`config.mk`:
```
export PLATFORM = sky130hd
export DESIGN_NAME = ioreg_bank
export DESIGN_NICKNAME = d
export VERILOG_FILES = /design/src/rtl/ioreg_pkg.sv /design/src/rtl/gp_reg_array.sv /design/src/rtl/io_port_slice.sv /design/src/rtl/read_select.sv /design/src/rtl/ioreg_bank.sv
export SDC_FILE = /design/constraint.sdc
export NUM_CORES = 1
export LEC_CHECK = 0
export ABC_AREA = 1
export CAP_MARGIN = 25
export CORE_MARGIN = 5
export CORE_UTILIZATION = 58
export CTS_CLUSTER_SIZE = 30
export DETAILED_ROUTE_END_ITERATION = 12
export PLACE_DENSITY = 0.78
export SLEW_MARGIN = 20
export SYNTH_ARGS = -nofsm -noshare
export SYNTH_HDL_FRONTEND = slang
export SYNTH_SLANG_ARGS = --single-unit
export TNS_END_PERCENT = 50
```
`constraint.sdc`:
```
create_clock -name clk -period 3.5 [get_ports clk]
set_input_delay 0.875 -clock clk [delete_from_list [all_inputs] [get_ports clk]]
set_output_delay 0.875 -clock clk [all_outputs]
set_load 0.01 [all_outputs]
```
`src/rtl/ioreg_pkg.sv`:
```
// Package ioreg_pkg
// Purpose : shared geometry constants of the register bank.
// Assumes : the select space holds the general registers first, then the
//           port data bytes, then the port direction bytes.
package ioreg_pkg;
    localparam int DEF_DATA_W    = 8;
    localparam int DEF_NUM_GP    = 24;
    localparam int DEF_NUM_PORTS = 3;
endpackage

```
`src/rtl/gp_reg_array.sv`:
```
// Module gp_reg_array
// Purpose : holds the general-purpose byte registers and writes the one
//           addressed by sel when wr_en is high.
// Assumes : general registers occupy select codes 0 .. NUM_GP-1.
module gp_reg_array #(
    parameter int DATA_W = 8,
    parameter int NUM_GP = 24,
    parameter int SEL_W  = 5
) (
    input  logic                          clk,
    input  logic                          rst_n,
    input  logic [SEL_W-1:0]              sel,
    input  logic                          wr_en,
    input  logic [DATA_W-1:0]             wr_data,
    output logic [NUM_GP-1:0][DATA_W-1:0] regs_q
);

    for (genvar g = 0; g < NUM_GP; g++) begin : g_reg
        logic hit;
        assign hit = wr_en && (sel == SEL_W'(g));

        // Capture write data into this register on a select hit.
        always_ff @(posedge clk) begin
            if (!rst_n) begin
                regs_q[g] <= '0;
            end else if (hit) begin
                regs_q[g] <= wr_data;
            end
        end
    end

    // all registers are clear on the first cycle out of reset
    a_r1_reset_clear: assert property (@(posedge clk) disable iff (!rst_n)
        $rose(rst_n) |-> (regs_q == '0));

    // an enabled write to a general code lands in that register
    a_r2_gp_write: assert property (@(posedge clk) disable iff (!rst_n)
        (wr_en && (sel < SEL_W'(NUM_GP))) |=> (regs_q[$past(sel)] == $past(wr_data)));

    // nothing changes while the strobe is low
    a_r9_hold_no_strobe: assert property (@(posedge clk) disable iff (!rst_n)
        !wr_en |=> $stable(regs_q));

endmodule

```
`src/rtl/io_port_slice.sv`:
```
// Module io_port_slice
// Purpose : one I/O port, with a data byte, a direction byte, the pin
//           drive and the merged read value.
// Assumes : direction bit 1 = output; released pins output 0 with enable 0.
module io_port_slice #(
    parameter int DATA_W   = 8,
    parameter int SEL_W    = 5,
    parameter int DATA_SEL = 24,
    parameter int DIR_SEL  = 27
) (
    input  logic              clk,
    input  logic              rst_n,
    input  logic [SEL_W-1:0]  sel,
    input  logic              wr_en,
    input  logic [DATA_W-1:0] wr_data,
    input  logic [DATA_W-1:0] pin_in,
    output logic [DATA_W-1:0] pin_out,
    output logic [DATA_W-1:0] pin_oe,
    output logic [DATA_W-1:0] port_rd,
    output logic [DATA_W-1:0] dir_rd
);

    logic [DATA_W-1:0] data_q;
    logic [DATA_W-1:0] dir_q;

    // Port data byte write.
    always_ff @(posedge clk) begin
        if (!rst_n) begin
            data_q <= '0;
        end else if (wr_en && (sel == SEL_W'(DATA_SEL))) begin
            data_q <= wr_data;
        end
    end

    // Port direction byte write.
    always_ff @(posedge clk) begin
        if (!rst_n) begin
            dir_q <= '0;
        end else if (wr_en && (sel == SEL_W'(DIR_SEL))) begin
            dir_q <= wr_data;
        end
    end

    // Pin drive and per-bit read merge.
    always_comb begin
        pin_oe  = dir_q;
        pin_out = data_q & dir_q;
        port_rd = (data_q & dir_q) | (pin_in & ~dir_q);
        dir_rd  = dir_q;
    end

    // a direction write shows up on the pin enables next cycle
    a_r5_dir_write: assert property (@(posedge clk) disable iff (!rst_n)
        (wr_en && (sel == SEL_W'(DIR_SEL))) |=> (pin_oe == $past(wr_data)));

    // with every pin released, a port read returns the pins
    a_r7_all_input_read: assert property (@(posedge clk) disable iff (!rst_n)
        (pin_oe == '0) |-> (port_rd == pin_in));

endmodule

```
`src/rtl/read_select.sv`:
```
// Module read_select
// Purpose : combinational decoder placing the selected location on rd_data.
// Assumes : codes past the last direction byte read as zero.
module read_select #(
    parameter int DATA_W    = 8,
    parameter int NUM_GP    = 24,
    parameter int NUM_PORTS = 3,
    parameter int SEL_W     = 5
) (
    input  logic [SEL_W-1:0]                 sel,
    input  logic [NUM_GP-1:0][DATA_W-1:0]    gp_regs,
    input  logic [NUM_PORTS-1:0][DATA_W-1:0] port_rd,
    input  logic [NUM_PORTS-1:0][DATA_W-1:0] dir_rd,
    output logic [DATA_W-1:0]                rd_data
);

    // Pick the one location whose code matches sel.
    always_comb begin
        rd_data = '0;
        for (int i = 0; i < NUM_GP; i++) begin
            if (sel == SEL_W'(i)) rd_data = gp_regs[i];
        end
        for (int p = 0; p < NUM_PORTS; p++) begin
            if (sel == SEL_W'(NUM_GP + p)) rd_data = port_rd[p];
            if (sel == SEL_W'(NUM_GP + NUM_PORTS + p)) rd_data = dir_rd[p];
        end
    end

endmodule

```
`src/rtl/ioreg_bank.sv`:
```
// Module ioreg_bank
// Purpose : top of the register bank, joining the general registers, the
//           port slices and the read decoder in one select space.
// Assumes : synchronous active-low reset; pins split into in/out/enable.
module ioreg_bank
    import ioreg_pkg::*;
#(
    parameter int DATA_W    = DEF_DATA_W,
    parameter int NUM_GP    = DEF_NUM_GP,
    parameter int NUM_PORTS = DEF_NUM_PORTS,
    localparam int TOTAL    = NUM_GP + 2 * NUM_PORTS,
    localparam int SEL_W    = $clog2(TOTAL),
    localparam int PIN_W    = NUM_PORTS * DATA_W
) (
    input  logic              clk,
    input  logic              rst_n,
    input  logic [SEL_W-1:0]  sel,
    input  logic              wr_en,
    input  logic [DATA_W-1:0] wr_data,
    output logic [DATA_W-1:0] rd_data,
    input  logic [PIN_W-1:0]  pin_in,
    output logic [PIN_W-1:0]  pin_out,
    output logic [PIN_W-1:0]  pin_oe
);

    logic [NUM_GP-1:0][DATA_W-1:0]    gp_regs;
    logic [NUM_PORTS-1:0][DATA_W-1:0] port_rd;
    logic [NUM_PORTS-1:0][DATA_W-1:0] dir_rd;

    gp_reg_array #(
        .DATA_W (DATA_W),
        .NUM_GP (NUM_GP),
        .SEL_W  (SEL_W)
    ) gp_i (
        .clk     (clk),
        .rst_n   (rst_n),
        .sel     (sel),
        .wr_en   (wr_en),
        .wr_data (wr_data),
        .regs_q  (gp_regs)
    );

    for (genvar p = 0; p < NUM_PORTS; p++) begin : g_port
        io_port_slice #(
            .DATA_W   (DATA_W),
            .SEL_W    (SEL_W),
            .DATA_SEL (NUM_GP + p),
            .DIR_SEL  (NUM_GP + NUM_PORTS + p)
        ) port_i (
            .clk     (clk),
            .rst_n   (rst_n),
            .sel     (sel),
            .wr_en   (wr_en),
            .wr_data (wr_data),
            .pin_in  (pin_in[p*DATA_W +: DATA_W]),
            .pin_out (pin_out[p*DATA_W +: DATA_W]),
            .pin_oe  (pin_oe[p*DATA_W +: DATA_W]),
            .port_rd (port_rd[p]),
            .dir_rd  (dir_rd[p])
        );
    end

    read_select #(
        .DATA_W    (DATA_W),
        .NUM_GP    (NUM_GP),
        .NUM_PORTS (NUM_PORTS),
        .SEL_W     (SEL_W)
    ) rd_i (
        .sel     (sel),
        .gp_regs (gp_regs),
        .port_rd (port_rd),
        .dir_rd  (dir_rd),
        .rd_data (rd_data)
    );

    // unused codes read as zero
    a_r8_unused_reads_zero: assert property (@(posedge clk) disable iff (!rst_n)
        (sel >= SEL_W'(TOTAL)) |-> (rd_data == '0));

    // writes to unused codes leave the pins untouched
    a_r8_unused_write_ignored: assert property (@(posedge clk) disable iff (!rst_n)
        (wr_en && (sel >= SEL_W'(TOTAL))) |=> ($stable(pin_oe) && $stable(pin_out)));

    // a released pin never carries a driven 1
    a_r6_released_pin_low: assert property (@(posedge clk) disable iff (!rst_n)
        ((pin_out & ~pin_oe) == '0));

endmodule

```
==> summary.md <==
| Metric | Value |
|---|---|
| Result of the run | finished, violations left |
| Violated checks | negative setup slack |
| First-pass GRT wire length | 56,480 um |
| Max-slew headroom at the worst pin | 0.4434 |
| Critical Path RT | 2.62 ns |
| Share of post-route cells with drive strength above 1 | 0.1408 |
| Final setup violating endpoints | 8 |
| Minimum period implied by the final worst setup slack | 4.075 ns |
| Synthesized area per cell | 6.634 um2 |
| Initial drt markers | 1,244 |
| Yosys warning total | 0 |
| Unrepaired setup endpoints after global routing | yes |
| Setup crit start kind | input pin |
| Critical path's most frequent cell | sky130_fd_sc_hd__nand2_1 |
| Power density of the placed cells | 430.5 nW/um2 |
| Drt total wl | 35,300 um |
| Maximum number of pins on one net before global-route repair | 69 |
| Commonest non-fill, non-tap cell in the layout | sky130_fd_sc_hd__nand2_1 |
| Slowest stage cell on the critical path | sky130_fd_sc_hd__nor2_4 |
| Antenna violations before repair | 0 |
| Total area of multi-input combinational cells | 5385 um2 |
| Maximum frequency from static timing analysis | 245.4 MHz |
| Worst-path cell chain | buf_8 > buf_6 > nor2_4 > buf_4 > buf_6 > nand2_4 > o21ai_2 > inv_1 > nand4_1 > nand2_1 > nand3_1 > nand2_1 > nand3_1 > nand2_1 > nand4_1 > nand2_1 > nand4_1 > nand2_1 > nand4_1 > nand2_2 > nand3_1 > nand2_1 > nand2_1 > clkdlybuf4s15_2 |
| Die outline height | 148.1 um |
| Final setup margin | -0.5755 ns |
| Max-cap violation count | 0 |
| Top delay family on crit path | simple AND/OR/NAND/NOR gates |
| Number of cells in the design after placement | 2,012 |
| Largest buffer count on any clock path | 3 |
| Top area cells in the synthesized netlist | sky130_fd_sc_hd__dfxtp_1 43%, sky130_fd_sc_hd__nand2_1 12%, sky130_fd_sc_hd__a21oi_1 8.7% |
| Total track usage | 0.3140 |
| Final hold violations | 0 |
| Average routed wire per standard cell | 17.03 um |
| Deepest level of the CTS H-tree | 1 |
| Clock transition at the registers of the reported paths | 0.06 ns |
| Post-layout instance area | 14,050 um2 |
| Critical path's largest stage delay | 0.21 ns |
| Die span in x | 148.1 um |
| Final worst path period share | 1.164 |
| Buffers & Inverters on Critical Path | 6 |
| Kind of critical path | in2out |
| Antenna Cells | 0 |
| Placed standard-cell area | 12,830 um2 |
| Filler cells | 1,473 |
| Starting density of the core | 0.5896 |
| Area growth from synthesis to final layout | 26.99% |
| Final Skew | 0 ns |
| Root buffer cell | sky130_fd_sc_hd__clkbuf_16 |
| Most frequent cells in the layout | 342 x sky130_fd_sc_hd__nand2_1, 240 x sky130_fd_sc_hd__dfxtp_1, 214 x sky130_fd_sc_hd__nor2_1, 191 x sky130_fd_sc_hd__a21oi_1, 187 x sky130_fd_sc_hd__o21ai_0 |
| Worst slew pin tran | 0.8337 ns |
| Boundary pin count | 96 |
| Post-route DRC violation count | 0 |
| Maximum vdd ir drop | 362.8 uV |
| Clock tree from TritonCTS | built |
| Class of the worst hold path | reg2reg |
| Full die area | 21,940 um2 |
| Fin Hold WS | 0.4509 ns |
| Post-Place Worst Slack | -1.449 ns |
| Crit path capture type | output pin |
| Final net count | 1,862 |
| Final weighted congestion in routability-driven placement | 0.9202 |
| Number of iterations in the first detailed-routing pass | 5 |
| Largest area contributor in the netlist | sky130_fd_sc_hd__dfxtp_1 |
| Data arrival time of the worst path | 3.20 ns |
| Sequential cell area fraction in the yosys report | 0.4342 |
| Distinct cell type count of the synthesized netlist | 25 |
| Register bit count reported by yosys | 240 |
| Leakage power total | 5.684 nW |
| Nets in the synthesized netlist | 1,708 |
| Antenna Violating Nets Remaining | 0 |
| Post-Syn Area | 11,070 um2 |
| Overflow left after global routing | 0 |
| Count of mapped cells out of synthesis | 1,668 |
| Vias/cell | 5.674 |
| Dpl hpwl | 22,680 um |
| Floorplan row count | 50 |
| Latest clock arrival within the worst-skew pair | 0.52 ns |
| Number of buffers added on ports | 95 |
| CP Max Fanout | 5 |
| Number of clock sinks | 240 |
| Sequential cell area | 4805 um2 |
| Non-Filler Instances | 2,073 |
| Vias in the first global route | 10,920 |
| Total CTS buffers | 25 |
| Pins over their slew limit | 0 |
| Portion of synthesized cell area occupied by the leading cell type | 0.4342 |
| Placeable core region | 18,770 um2 |
| Vias post-DR | 11,760 |
| Number of hold buffers added after cts | 0 |
-- registers in the layout (all words and copies together), names as in the netlist --
| register | cells |
|---|---|
| gp_i.regs_q | 192 |
| g_port.port_i.dir_rd | 24 |
| g_port.port_i.data_q | 24 |
-- cells by family (layout without fill, tap and decap cells) --
family | count (synthesis) | count (layout) | share of synthesized area
and+or+nand+nor | 772 | 772 | 0.2976
AOI/OAI and AO/OA | 383 | 383 | 0.1732
buffers and inverters | 273 | 444 | 0.09498
DFF | 240 | 240 | 0.4342
-- worst reg2reg max path, delay by kind of cell (launching register included) --
kind	cells	cell delay, ns
AOI/OAI and AO/OA	1	0.20
DFF	1	0.32
and+or+nand+nor	1	0.07
-- Yosys cell counts (all sizes together) --
cell,count
nand3b,2
clkbuf,85
clkinv,1
buf,12
inv,175
nor2,238
nand4,45
a21oi,192
nand3,115
dfxtp,240
or2,11
nor3,3
nand2,358
o21ai,191
-- power by group --
group | internal (mW) | leakage [nW] | total (mW) | switching, mW
sequential | 2.76 | 1.94 | 2.78 | 0.0168
clock | 1.66 | 0.415 | 2.74 | 1.09
combinational | 0.197 | 3.33 | 0.528 | 0.331
total | 4.61 | 5.68 | 6.05 | 1.43
-- worst paths after layout --
path                         start          endpoint  slack (ns)  cells after the start
setup reg to reg  gp_i.regs_q[181]  gp_i.regs_q[181]        2.81                      2
hold / removal    gp_i.regs_q[119]  gp_i.regs_q[119]        0.45                      2
hold reg to reg   gp_i.regs_q[119]  gp_i.regs_q[119]        0.45                      2
setup / recovery            sel[3]        rd_data[5]       -0.58                     24
-- layout make-up --
class | instances | share of cell area
repair buffers | 224 | 0.1460
clock buffers | 36 | 0.05173
inverters | 176 | 0.04790
multi-input cells | 1155 | 0.3832
well taps | 234 | 0.02084
flip-flops and latches | 240 | 0.3419
clock inverters | 8 | 0.008370
-- per-stage QoR --
step,utilization,power (mW),setup TNS (ns)
floorplan,-,3.087,0
global route,0.7487,6.239,-5.657
CTS,0.7433,6.043,-4.043
detailed placement,0.6835,3.317,-11.00
global placement,0.6835,3.310,-10.64
finish,0.7487,6.049,-4.192
-- layer usage --
metal  vias to the layer above  routed length [um]  GRT usage
li1                       5701                   -          -
met4                         0                1132    0.09053
met5                         -                   0          0
met1                      5399               14190     0.4255
met2                       568               16710     0.5252
met3                        95                3265    0.04570
-- what timing repair did --
item                       CTS  global route
setup endpoints to repair    8             8
resized for setup          116            17
setup buffers                9             6
gates cloned                 2             0
pin swaps                   61            48
Note: power is estimated with default switching activity, not from simulation.
